File: src/rtl/calsum_pkg.sv
package calsum_pkg;
  // register word index (byte offset / 4)
  localparam logic [2:0] IDX_CTRL = 3'd0;
  localparam logic [2:0] IDX_STAT = 3'd1;
  localparam logic [2:0] IDX_BASE = 3'd2;
  localparam logic [2:0] IDX_LEN  = 3'd3;
  localparam logic [2:0] IDX_SUM  = 3'd4;

  // control bit positions
  localparam int CB_EN   = 0;
  localparam int CB_DIR  = 1;
  localparam int CB_SUM  = 2;
  localparam int CB_CAL  = 3;
  localparam int CB_DIV  = 4;
  localparam int CB_DLY  = 8;

  // status bit position
  localparam int SB_DONE = 11;

  typedef enum logic [1:0] {
    SQ_IDLE = 2'd0,
    SQ_REQ  = 2'd1,
    SQ_WAIT = 2'd2
  } sq_state_e;
endpackage

File: src/rtl/calsum_csr.sv
module calsum_csr #(
  parameter int FA_W   = 28,
  parameter int LEN_W  = 20,
  parameter int CTRL_W = 12
) (
  input  logic              clk,
  input  logic              rst_n,
  input  logic              reg_wr,
  input  logic [4:0]        reg_addr,
  input  logic [31:0]       reg_wdata,
  output logic [31:0]       reg_rdata,
  input  logic              busy,
  input  logic              fin,
  input  logic [31:0]       sum,
  output logic [CTRL_W-1:0] ctrl,
  output logic [FA_W-1:0]   base,
  output logic [LEN_W-1:0]  len,
  output logic              done,
  output logic              start,
  output logic              abort
);
  import calsum_pkg::*;

  logic [2:0]        idx;
  logic              wr_ctrl, wr_stat, wr_base, wr_len, wr_zero;
  logic [CTRL_W-1:0] ctrl_d;
  logic              ctrl_en;
  logic              done_d;

  assign idx     = reg_addr[4:2];
  assign wr_ctrl = reg_wr && (idx == IDX_CTRL);
  assign wr_stat = reg_wr && (idx == IDX_STAT);
  assign wr_base = reg_wr && (idx == IDX_BASE);
  assign wr_len  = reg_wr && (idx == IDX_LEN);
  assign wr_zero = (reg_wdata == 32'd0);

  assign start = wr_ctrl && !busy && reg_wdata[CB_EN] && reg_wdata[CB_SUM]
                 && !reg_wdata[CB_DIR];
  assign abort = wr_ctrl && busy && wr_zero;

  always_comb begin
    ctrl_en = wr_ctrl && (!busy || wr_zero);
    ctrl_d  = reg_wdata[CTRL_W-1:0];
  end

  always_comb begin
    done_d = done;
    if (wr_stat && !reg_wdata[SB_DONE]) done_d = 1'b0;
    if (start) done_d = 1'b0;
    if (fin)   done_d = 1'b1;
  end

  always_ff @(posedge clk or negedge rst_n) begin
    if (!rst_n) begin
      ctrl <= '0;
      base <= '0;
      len  <= '0;
      done <= 1'b0;
    end else begin
      if (ctrl_en) ctrl <= ctrl_d;
      if (wr_base) base <= reg_wdata[FA_W-1:0];
      if (wr_len)  len  <= reg_wdata[LEN_W-1:0];
      done <= done_d;
    end
  end

  always_comb begin
    reg_rdata = 32'd0;
    case (idx)
      IDX_CTRL: reg_rdata[CTRL_W-1:0] = ctrl;
      IDX_STAT: reg_rdata[SB_DONE]    = done;
      IDX_BASE: reg_rdata[FA_W-1:0]   = base;
      IDX_LEN:  reg_rdata[LEN_W-1:0]  = len;
      IDX_SUM:  reg_rdata             = sum;
      default:  reg_rdata             = 32'd0;
    endcase
  end

  AST_BUSY_NO_CTRL_CHANGE: assert property (@(posedge clk) disable iff (!rst_n)
    (busy && wr_ctrl && !wr_zero) |=> $stable(ctrl));
endmodule

File: src/rtl/calsum_seq.sv
module calsum_seq #(
  parameter int FA_W  = 28,
  parameter int CNT_W = 18
) (
  input  logic             clk,
  input  logic             rst_n,
  input  logic             start,
  input  logic             abort,
  input  logic [FA_W-1:0]  base,
  input  logic [CNT_W-1:0] words,
  input  logic             mem_gnt,
  input  logic             mem_rvalid,
  output logic             mem_req,
  output logic [FA_W-1:0]  mem_addr,
  output logic             busy,
  output logic             fin,
  output logic             acc_clr,
  output logic             acc_en
);
  import calsum_pkg::*;

  localparam logic [FA_W-1:0]  STEP = FA_W'(4);
  localparam logic [CNT_W-1:0] ONE  = CNT_W'(1);

  sq_state_e        st_q, st_d;
  logic [FA_W-1:0]  addr_q, addr_d;
  logic [CNT_W-1:0] left_q, left_d;

  always_comb begin
    st_d   = st_q;
    addr_d = addr_q;
    left_d = left_q;
    fin    = 1'b0;
    acc_en = 1'b0;
    if (abort) begin
      st_d = SQ_IDLE;
    end else begin
      case (st_q)
        SQ_IDLE: if (start) begin
          addr_d = base;
          left_d = words;
          if (words == '0) fin  = 1'b1;
          else             st_d = SQ_REQ;
        end
        SQ_REQ:  if (mem_gnt) st_d = SQ_WAIT;
        SQ_WAIT: if (mem_rvalid) begin
          acc_en = 1'b1;
          addr_d = addr_q + STEP;
          left_d = left_q - ONE;
          if (left_q == ONE) begin
            st_d = SQ_IDLE;
            fin  = 1'b1;
          end else begin
            st_d = SQ_REQ;
          end
        end
        default: st_d = SQ_IDLE;
      endcase
    end
  end

  always_ff @(posedge clk or negedge rst_n) begin
    if (!rst_n) begin
      st_q   <= SQ_IDLE;
      addr_q <= '0;
      left_q <= '0;
    end else begin
      st_q   <= st_d;
      addr_q <= addr_d;
      left_q <= left_d;
    end
  end

  assign busy     = (st_q != SQ_IDLE);
  assign mem_req  = (st_q == SQ_REQ);
  assign mem_addr = addr_q;
  assign acc_clr  = start;

  AST_REQ_HOLD: assert property (@(posedge clk) disable iff (!rst_n)
    (mem_req && !mem_gnt && !abort) |=> (mem_req && $stable(mem_addr)));
  AST_ABORT_STOPS: assert property (@(posedge clk) disable iff (!rst_n)
    abort |=> (!mem_req && !busy));
  AST_ZERO_LEN: assert property (@(posedge clk) disable iff (!rst_n)
    (start && (words == '0)) |=> !busy);
endmodule

File: src/rtl/calsum_accum.sv
module calsum_accum #(
  parameter int DW = 32
) (
  input  logic          clk,
  input  logic          rst_n,
  input  logic          clr,
  input  logic          en,
  input  logic [DW-1:0] din,
  output logic [DW-1:0] sum
);
  logic [DW-1:0] sum_d;
  logic          sum_ce;

  assign sum_ce = clr || en;

  always_comb begin
    if (clr) sum_d = '0;
    else     sum_d = sum + din;
  end

  always_ff @(posedge clk or negedge rst_n) begin
    if (!rst_n)      sum <= '0;
    else if (sum_ce) sum <= sum_d;
  end

  AST_SUM_HOLD: assert property (@(posedge clk) disable iff (!rst_n)
    (!clr && !en) |=> $stable(sum));
endmodule

File: src/rtl/calsum_engine.sv
module calsum_engine #(
  parameter int FA_W  = 28,
  parameter int LEN_W = 20,
  parameter int DIV_W = 4,
  parameter int DLY_W = 4
) (
  input  logic             clk,
  input  logic             rst_n,
  input  logic             reg_wr,
  input  logic [4:0]       reg_addr,
  input  logic [31:0]      reg_wdata,
  output logic [31:0]      reg_rdata,
  output logic             mem_req,
  output logic [FA_W-1:0]  mem_addr,
  input  logic             mem_gnt,
  input  logic             mem_rvalid,
  input  logic [31:0]      mem_rdata,
  output logic             done_irq,
  output logic             cal_active,
  output logic [DIV_W-1:0] cal_clk_div,
  output logic [DLY_W-1:0] cal_delay
);
  import calsum_pkg::*;

  localparam int CTRL_W = CB_DLY + DLY_W;
  localparam int CNT_W  = LEN_W - 2;

  logic              rst_meta, srst_n;
  logic              busy, fin, start, abort, acc_clr, acc_en;
  logic [31:0]       sum;
  logic [CTRL_W-1:0] ctrl;
  logic [FA_W-1:0]   base;
  logic [LEN_W-1:0]  len;

  // asynchronous assert, synchronous release
  always_ff @(posedge clk or negedge rst_n) begin
    if (!rst_n) begin
      rst_meta <= 1'b0;
      srst_n   <= 1'b0;
    end else begin
      rst_meta <= 1'b1;
      srst_n   <= rst_meta;
    end
  end

  calsum_csr #(.FA_W(FA_W), .LEN_W(LEN_W), .CTRL_W(CTRL_W)) u_csr (
    .clk(clk), .rst_n(srst_n),
    .reg_wr(reg_wr), .reg_addr(reg_addr), .reg_wdata(reg_wdata),
    .reg_rdata(reg_rdata),
    .busy(busy), .fin(fin), .sum(sum),
    .ctrl(ctrl), .base(base), .len(len), .done(done_irq),
    .start(start), .abort(abort)
  );

  calsum_seq #(.FA_W(FA_W), .CNT_W(CNT_W)) u_seq (
    .clk(clk), .rst_n(srst_n),
    .start(start), .abort(abort), .base(base), .words(len[LEN_W-1:2]),
    .mem_gnt(mem_gnt), .mem_rvalid(mem_rvalid),
    .mem_req(mem_req), .mem_addr(mem_addr),
    .busy(busy), .fin(fin), .acc_clr(acc_clr), .acc_en(acc_en)
  );

  calsum_accum #(.DW(32)) u_acc (
    .clk(clk), .rst_n(srst_n),
    .clr(acc_clr), .en(acc_en), .din(mem_rdata), .sum(sum)
  );

  assign cal_active  = busy && ctrl[CB_CAL];
  assign cal_clk_div = cal_active ? ctrl[CB_DIV +: DIV_W] : '0;
  assign cal_delay   = cal_active ? ctrl[CB_DLY +: DLY_W] : '0;

  AST_DONE_QUIET: assert property (@(posedge clk) disable iff (!srst_n)
    done_irq |-> !mem_req);
  AST_OVERRIDE_STEADY: assert property (@(posedge clk) disable iff (!srst_n)
    (cal_active && $past(cal_active)) |-> ($stable(cal_clk_div) && $stable(cal_delay)));
endmodule

File: config.mk
export PLATFORM = sky130hd
export DESIGN_NAME = calsum_engine
export DESIGN_NICKNAME = d
export VERILOG_FILES = /design/src/rtl/calsum_pkg.sv /design/src/rtl/calsum_csr.sv /design/src/rtl/calsum_seq.sv /design/src/rtl/calsum_accum.sv /design/src/rtl/calsum_engine.sv
export SDC_FILE = /design/constraint.sdc
export NUM_CORES = 1
export LEC_CHECK = 0
export BUFFER_PORTS_ARGS = -buffer_cell sky130_fd_sc_hd__buf_2
export CORE_MARGIN = 8
export CORE_UTILIZATION = 62
export DETAILED_ROUTE_END_ITERATION = 12
export PLACE_DENSITY = 0.87
export SYNTH_ARGS = -nofsm -noshare
export SYNTH_HDL_FRONTEND = slang
export SYNTH_SLANG_ARGS = --single-unit
File: constraint.sdc
create_clock -name clk -period 6.5 [get_ports clk]
set_input_delay 0.325 -clock clk [delete_from_list [all_inputs] [get_ports clk]]
set_output_delay 0.325 -clock clk [all_outputs]
set_load 0.01 [all_outputs]
==> impl_metrics.ini, run 1 <==
[global_routing]
overflow = 0
grt_pass1_wl_mm = 41.8
grt_use_total_pct = 28.6
antenna_found_initial = 1
grt_max_degree = 77
grt_pass1_vias = 8070

[die]
io_pins = 145
die_h_um = 136
core_region_area_sq_um = 13900
die-area_sq_um = 18400
num_rows = 43
die_w_um = 136
start_util_pct = 63.6

[power]
leakagePower_nw = 4.64
p_per_area_nw_per_um2 = 423
ir_drop_mv = 0.242

[cells_and_area]
nNetsFinal = 1225
design_area_sq_um = 10200
nFillCells = 979
syn_to_final_growth_pct = 15.3
final_cell_mix = 142 x buf_2, 142 x dfrtp_1, 101 x a21oi_1
drive_gt1_share_pct = 23.0

[synthesis]
async_flop_share_pct = 100
synth_top_family_by_area = compound AO/OA/AOI/OAI gates
synth-compound-area-share_pct = 20.3
yosys.area_share.simple_pct = 18.3
synth_area_leaders = dfrtp_1 40%, mux2_2 7.9%, a21oi_1 5.7%
synth_nets = 1115
synth_warnings = 0
ys_seq_area_share_pct = 40.4
muxShareOfSynthArea_pct = 9.46
synthXorXnorAreaFrac_pct = 2.57
synth_top_area_share_pct = 40.4
syn_area_per_cell_sq_um = 8.81
synth_top_area_cell = dfrtp_1
synthCells = 1006
synth-edff-count = 0
yosys_most_used_dff = dfrtp_1
synth_fa_ha_area_share_pct = 5.02
syn_area_sq_um = 8870
ys_seq_elements = 143
yosysUniqueCellTypes = 70

[placement]
dp_hpwl_mm = 18.6
postPlaceCellArea_sq_um = 9630
gp_congestion = 1.02
portBuffers = 142

[clock_network]
post_cts_buffers = 0
clkLatencyLatePin_ps = 430
htree_num_levels = 4
post_cts_resize_count = 0
path_clk_slew_ps = 60
ctsRootBufferMaster = clkbuf_16
cts_sinks = 143
cts_tree = done
numCtsBuffers = 17
clk_path_buf_depth = 2

[timing]
final_hold_viol_count = 0
final_max_slew_viol_count = 0
setup_viol = 0
fin_worst_skew_ps = 8.79
post-route-period-util_pct = 49.0
worstMarginPinSlew_ps = 1080
final.min_clock_period_ps = 3190
rsz0062_at_grt = false
max_freq_ghz = 0.314
finalSetupTns_ps = 0
relSlewSlack_pct = 27.7

[worst_setup_path]
worst-path-max-fanout = 68
arrival_ps = 3460
worstReg2RegStart = u_seq.st_q[1]
worst-setup-path-type = input pin to register
r2r_slack_ps = 3480
start_kind = input pin
r2r-end = u_seq.mem_addr[4]
reg2reg_depth = 9
critPathCaptureType = register
crit_start = reg_addr[4]
crit_required_ps = 6780

[worst_hold_path]
hp-class = input pin to register
worstHoldPathCells = 2
hold_end = u_csr.base[27]
hold_start = reg_wdata[27]

[drt]
drt_iter0_drc = 1040
vias_per_cell = 6.47
via_count = 8480
drc = 0
wirelength_mm = 26.2
postRouteAntennaNets = 0
avgRoutedWirePerCell_um = 20.0
drt_pass1_iterations = 6

[status]
status = finished clean

[run]
drv_cap = 0
-- how the worst max path moves through the flow --
stage | endpoint | slack (ps) | depth (start not counted)
2_1_floorplan | u_acc.sum[0] | 2220 | 0
6_report | u_seq.mem_addr[25] | 3310 | 11
3_5_place_dp | u_seq.mem_addr[12] | 2980 | 11
3_3_place_gp | u_seq.mem_addr[27] | 3020 | 11
4_1_cts | u_seq.left_q[3] | 3410 | 11
5_1_grt | u_seq.mem_addr[12] | 3100 | 11
-- layout make-up --
type | instances | area, sq um | area share, %
antenna | 1 | 2.50 | 0.0245
clock buffer | 26 | 499 | 4.88
clock inverter | 6 | 80.1 | 0.783
tap | 180 | 225 | 2.20
timing repair buffer | 154 | 803 | 7.86
sequential | 143 | 3580 | 35.0
multi-input combinational | 778 | 4950 | 48.4
inverter | 22 | 82.6 | 0.808
-- cell families after synthesis --
group / after synthesis
and+or+nand+nor: 330
xor gates and xnor gates: 26
muxes: 76
buffers and inverters: 85
DFF: 143
adders and majority gates: 35
other: 1
AOI/OAI and AO/OA: 310
-- synthesized netlist by cell type (all sizes together), types with 11 or more instances --
cell,instances
buf,23
xnor2,17
nand4,11
a21o,12
dfrtp,143
mux2i,14
a22oi,22
nor4,16
clkbuf,40
ha,34
and3,19
nand3,56
a21oi,102
nand2,92
nor3,17
o21ai,121
and2,11
nor2,75
o22ai,12
inv,22
mux2,62
-- per-layer routing --
layer	global-route usage [%]	wire length, um	part of all wire, %	vias up
met5	0	0	0	-
li1	-	-	-	3902
met3	6.75	2540	9.7	81
met1	36.3	10200	39	3984
met4	12.9	1040	4.0	0
met2	45.4	12400	47	513
-- critical path: stages --
cell and delay (ps):
buf_2 250, nor3b_1 510, nand4_1 250, nor3_2 300, or2_2 180, buf_4 490, and2_1 440, buf_4 410
nor2_1 100, nor2_1 110, a21oi_1 50
-- power by group --
part / switching [mW] / internal (mW)
Clock: 0.363 / 0.603
Sequential: 0.387 / 1.22
Combinational: 0.998 / 0.756
-- repair_timing --
action | CTS | global route
hold buffers | 1 | 0
endpoints found under the hold margin | 2 | 0
endpoints found under the setup margin | 0 | 0
-- per-stage QoR --
stage	util, %	setup WS (ps)	hold slack, ps	power (mW)	instances
detailed placement	69.1	2980	116	3.30	1276
floorplan	-	2220	29.4	2.78	1006
global route	73.4	3100	151	4.60	1310
CTS	73.4	3410	144	4.29	1309
finish	73.4	3310	152	4.33	1310
global placement	69.1	3020	116	3.24	1276
-- sequential cells by signal, summed over array words and instances (netlist names) --
name / flops
u_csr.base: 28
u_seq.st_q: 2
u_acc.sum: 32
u_csr.len: 20
srst_n: 1
u_seq.mem_addr: 28
rst_meta: 1
u_seq.left_q: 18
u_csr.done: 1
u_csr.ctrl: 12
Note: power is estimated with default switching activity, not from simulation.
==> run 2: changes to the inputs <==
ABC_AREA = 1   (was not set)
CORE_UTILIZATION = 53   (was 62)
PLACE_DENSITY = 0.78   (was 0.87)
clock period = 2.56 ns   (was 6.5 ns; I/O delays follow)
==> run 2 against run 1 <==
  * Global-route usage is 0.85 points lower
  * Cell area is 18% higher
  * Highest routed layer unchanged
  * First-iteration DRC count hardly changed
  * Core utilization is 11 points lower
  * Wire length is 25% higher
  * Synthesized area is 15% higher
  * Largest cell class unchanged
==> impl_metrics.ini, run 2 <==
[drt]
drt_pass1_iterations = 6
avgRoutedWirePerCell_um = 16.1
wirelength_mm = 32.8
drc = 0
vias_per_cell = 5.44
drt_iter0_drc = 1041
via_count = 11100
postRouteAntennaNets = 0

[synthesis]
synth_nets = 1708
yosys_most_used_dff = dfrtp_1
synthCells = 1599
ys_seq_elements = 143
syn_area_sq_um = 10200
ys_seq_area_share_pct = 35.0
synth_warnings = 0
syn_area_per_cell_sq_um = 6.40
async_flop_share_pct = 100
yosysUniqueCellTypes = 44
synth.most_common_cell = nand2_1
synth-edff-count = 0
synthTopCellsByCount = 559 x nand2_1, 252 x inv_1, 153 x nand3_1, 143 x dfrtp_1, 130 x nor2_1
synth_top_area_cell = dfrtp_1
synth_area_leaders = dfrtp_1 35%, nand2_1 21%, inv_1 9.2%
synth_top_area_share_pct = 35.0

[power]
power_mw = 12.6
leakagePower_nw = 6.63
ir_drop_mv = 0.614
p_per_area_nw_per_um2 = 1050

[worst_hold_path]
hold_end = u_csr.len[15]
hold_start = reg_wdata[15]
worstHoldPathCells = 3
hp-class = input pin to register

[status]
status = finished clean

[timing]
setup_viol = 0
worstMarginPinSlew_ps = 848
final.min_clock_period_ps = 2230
finalSetupTns_ps = 0
relSlewSlack_pct = 43.5
final_max_slew_viol_count = 0
max_freq_ghz = 0.448
hold_slack_ps = 9.21
post-route-period-util_pct = 87.3
rsz0062_at_grt = false
final_hold_viol_count = 0
fin_worst_skew_ps = 13.2

[run]
drv_cap = 0

[clock_network]
cts_sinks = 143
ctsRootBufferMaster = clkbuf_16
path_clk_slew_ps = 70
htree_num_levels = 4
post_cts_resize_count = 0
clk_path_buf_depth = 2
cts_tree = done
clkLatencyLatePin_ps = 440
numCtsBuffers = 17

[worst_setup_path]
r2r-end = u_acc.sum[14]
cp_num_buf_inv = 0
start_kind = register
worst-setup-path-type = register to register
crit_required_ps = 2870
reg2reg_depth = 9
slowest_stage = fa_1
critPathMostFrequentCell = nand2_1
cpPeakStageDelay_ps = 490
worst-path-max-fanout = 5
arrival_ps = 2550
worstReg2RegStart = u_acc.sum[0]
crit_family = simple AND/OR/NAND/NOR gates
critPathCaptureType = register
path_cells = ha_1, fa_1, nand2_1, nand3_1, nand2_1, nand2_1, or2_2, nand3_1, o21ai_0
r2r_slack_ps = 330

[die]
io_pins = 145
core_region_area_sq_um = 19200
start_util_pct = 53.2
num_rows = 51
die-area_sq_um = 24000
die_h_um = 155
die_w_um = 155

[cells_and_area]
nFillCells = 1781
final_common_cell = nand2_1
top_register = u_acc.sum
design_area_sq_um = 12000
nNetsFinal = 1863
drive_gt1_share_pct = 11.7
final_cell_mix = 559 x nand2_1, 252 x inv_1, 153 x nand3_1
largest_reg_flops = 32
antenna_cells = 0
syn_to_final_growth_pct = 17.8

[global_routing]
grt_max_degree = 142
overflow = 0
antenna_found_initial = 0
grt_use_total_pct = 27.7
grt_pass1_vias = 10400
grt_pass1_wl_mm = 52.9

[placement]
gp_congestion = 0.959
dp_hpwl_mm = 24.5
postPlaceCellArea_sq_um = 11200
portBuffers = 142
run 2: cell count changes after synthesis, sizes merged, moves of 18 or more:
cell,previous run,this run
nand3,56,154
a21oi,102,20
a22oi,22,0
nand2,92,562
inv,22,253
nor2,75,133
and3,19,1
o21ai,121,141
mux2,62,0
run 2: tightest hold or removal path: cells and delay by family:
kind / cells / cell delay [ps]
AO/OA/AOI/OAI: 1 / 150
buffers and inverters: 2 / 140
run 2: area by class of cell:
type | count | area (sq um) | area share, %
Sequential cell | 143 | 3580 | 29.7
Clock buffer | 17 | 425 | 3.53
Inverter | 256 | 961 | 7.98
Timing Repair Buffer | 180 | 1100 | 9.16
Tap cell | 265 | 332 | 2.75
Multi-Input combinational cell | 1156 | 5480 | 45.5
Clock inverter | 15 | 163 | 1.35
run 2: logic make-up (layout without fill, tap and decap cells):
logic type      count (synthesis)  in the layout  share of synthesized area, %
compound gates                193            193                          10.5
xor+xnor                       21             21                          1.80
fa+ha+maj                      35             35                          4.36
buf+inv                       300            468                          11.5
flops                         143            143                          35.0
mux                             2              2                         0.196
other cells                     1              1                        0.0367
simple gates                  904            904                          36.6
run 2: report_power, final:
| part | total (mW) | internal [mW] | switching (mW) |
|---|---|---|---|
| logic | 6.09 | 2.13 | 3.96 |
| registers | 3.95 | 3.06 | 0.890 |
| clock network | 2.56 | 1.39 | 1.17 |
| total | 12.6 | 6.59 | 6.02 |
run 2: repair_timing:
item,in CTS,in global routing
hold buffers,23,0
endpoints found under the hold margin,24,0
buffers inserted,0,0
run 2: metal layers:
metal	vias up	GRT usage (%)	routed length, um	share of wire, %
met2	515	42.4	14400	44
met5	-	0	0	0
met3	69	6.10	3010	9.2
met4	0	11.3	1180	3.6
li1	5370	-	-	-
met1	5100	37.4	14300	43
run 2: stage by stage:
stage	instances	worst slack [ps]	utilization [%]
2_1_floorplan	1599	186	-
3_3_place_gp	1977	405	58.4
3_5_place_dp	1977	370	58.4
4_1_cts	2032	358	62.7
5_1_grt	2032	145	62.7
6_report	2032	325	62.7
run 2: worst max path at each step:
stage,startpoint,to,slack [ps],depth (start not counted)
2_1_floorplan,srst_n,u_acc.sum[0],190,0
3_3_place_gp,u_acc.sum[0],u_acc.sum[28],410,10
3_5_place_dp,u_acc.sum[0],u_acc.sum[28],370,10
4_1_cts,u_acc.sum[0],u_acc.sum[28],360,10
5_1_grt,u_seq.mem_addr[2],u_seq.mem_addr[12],140,10
6_report,u_acc.sum[0],u_acc.sum[14],330,9
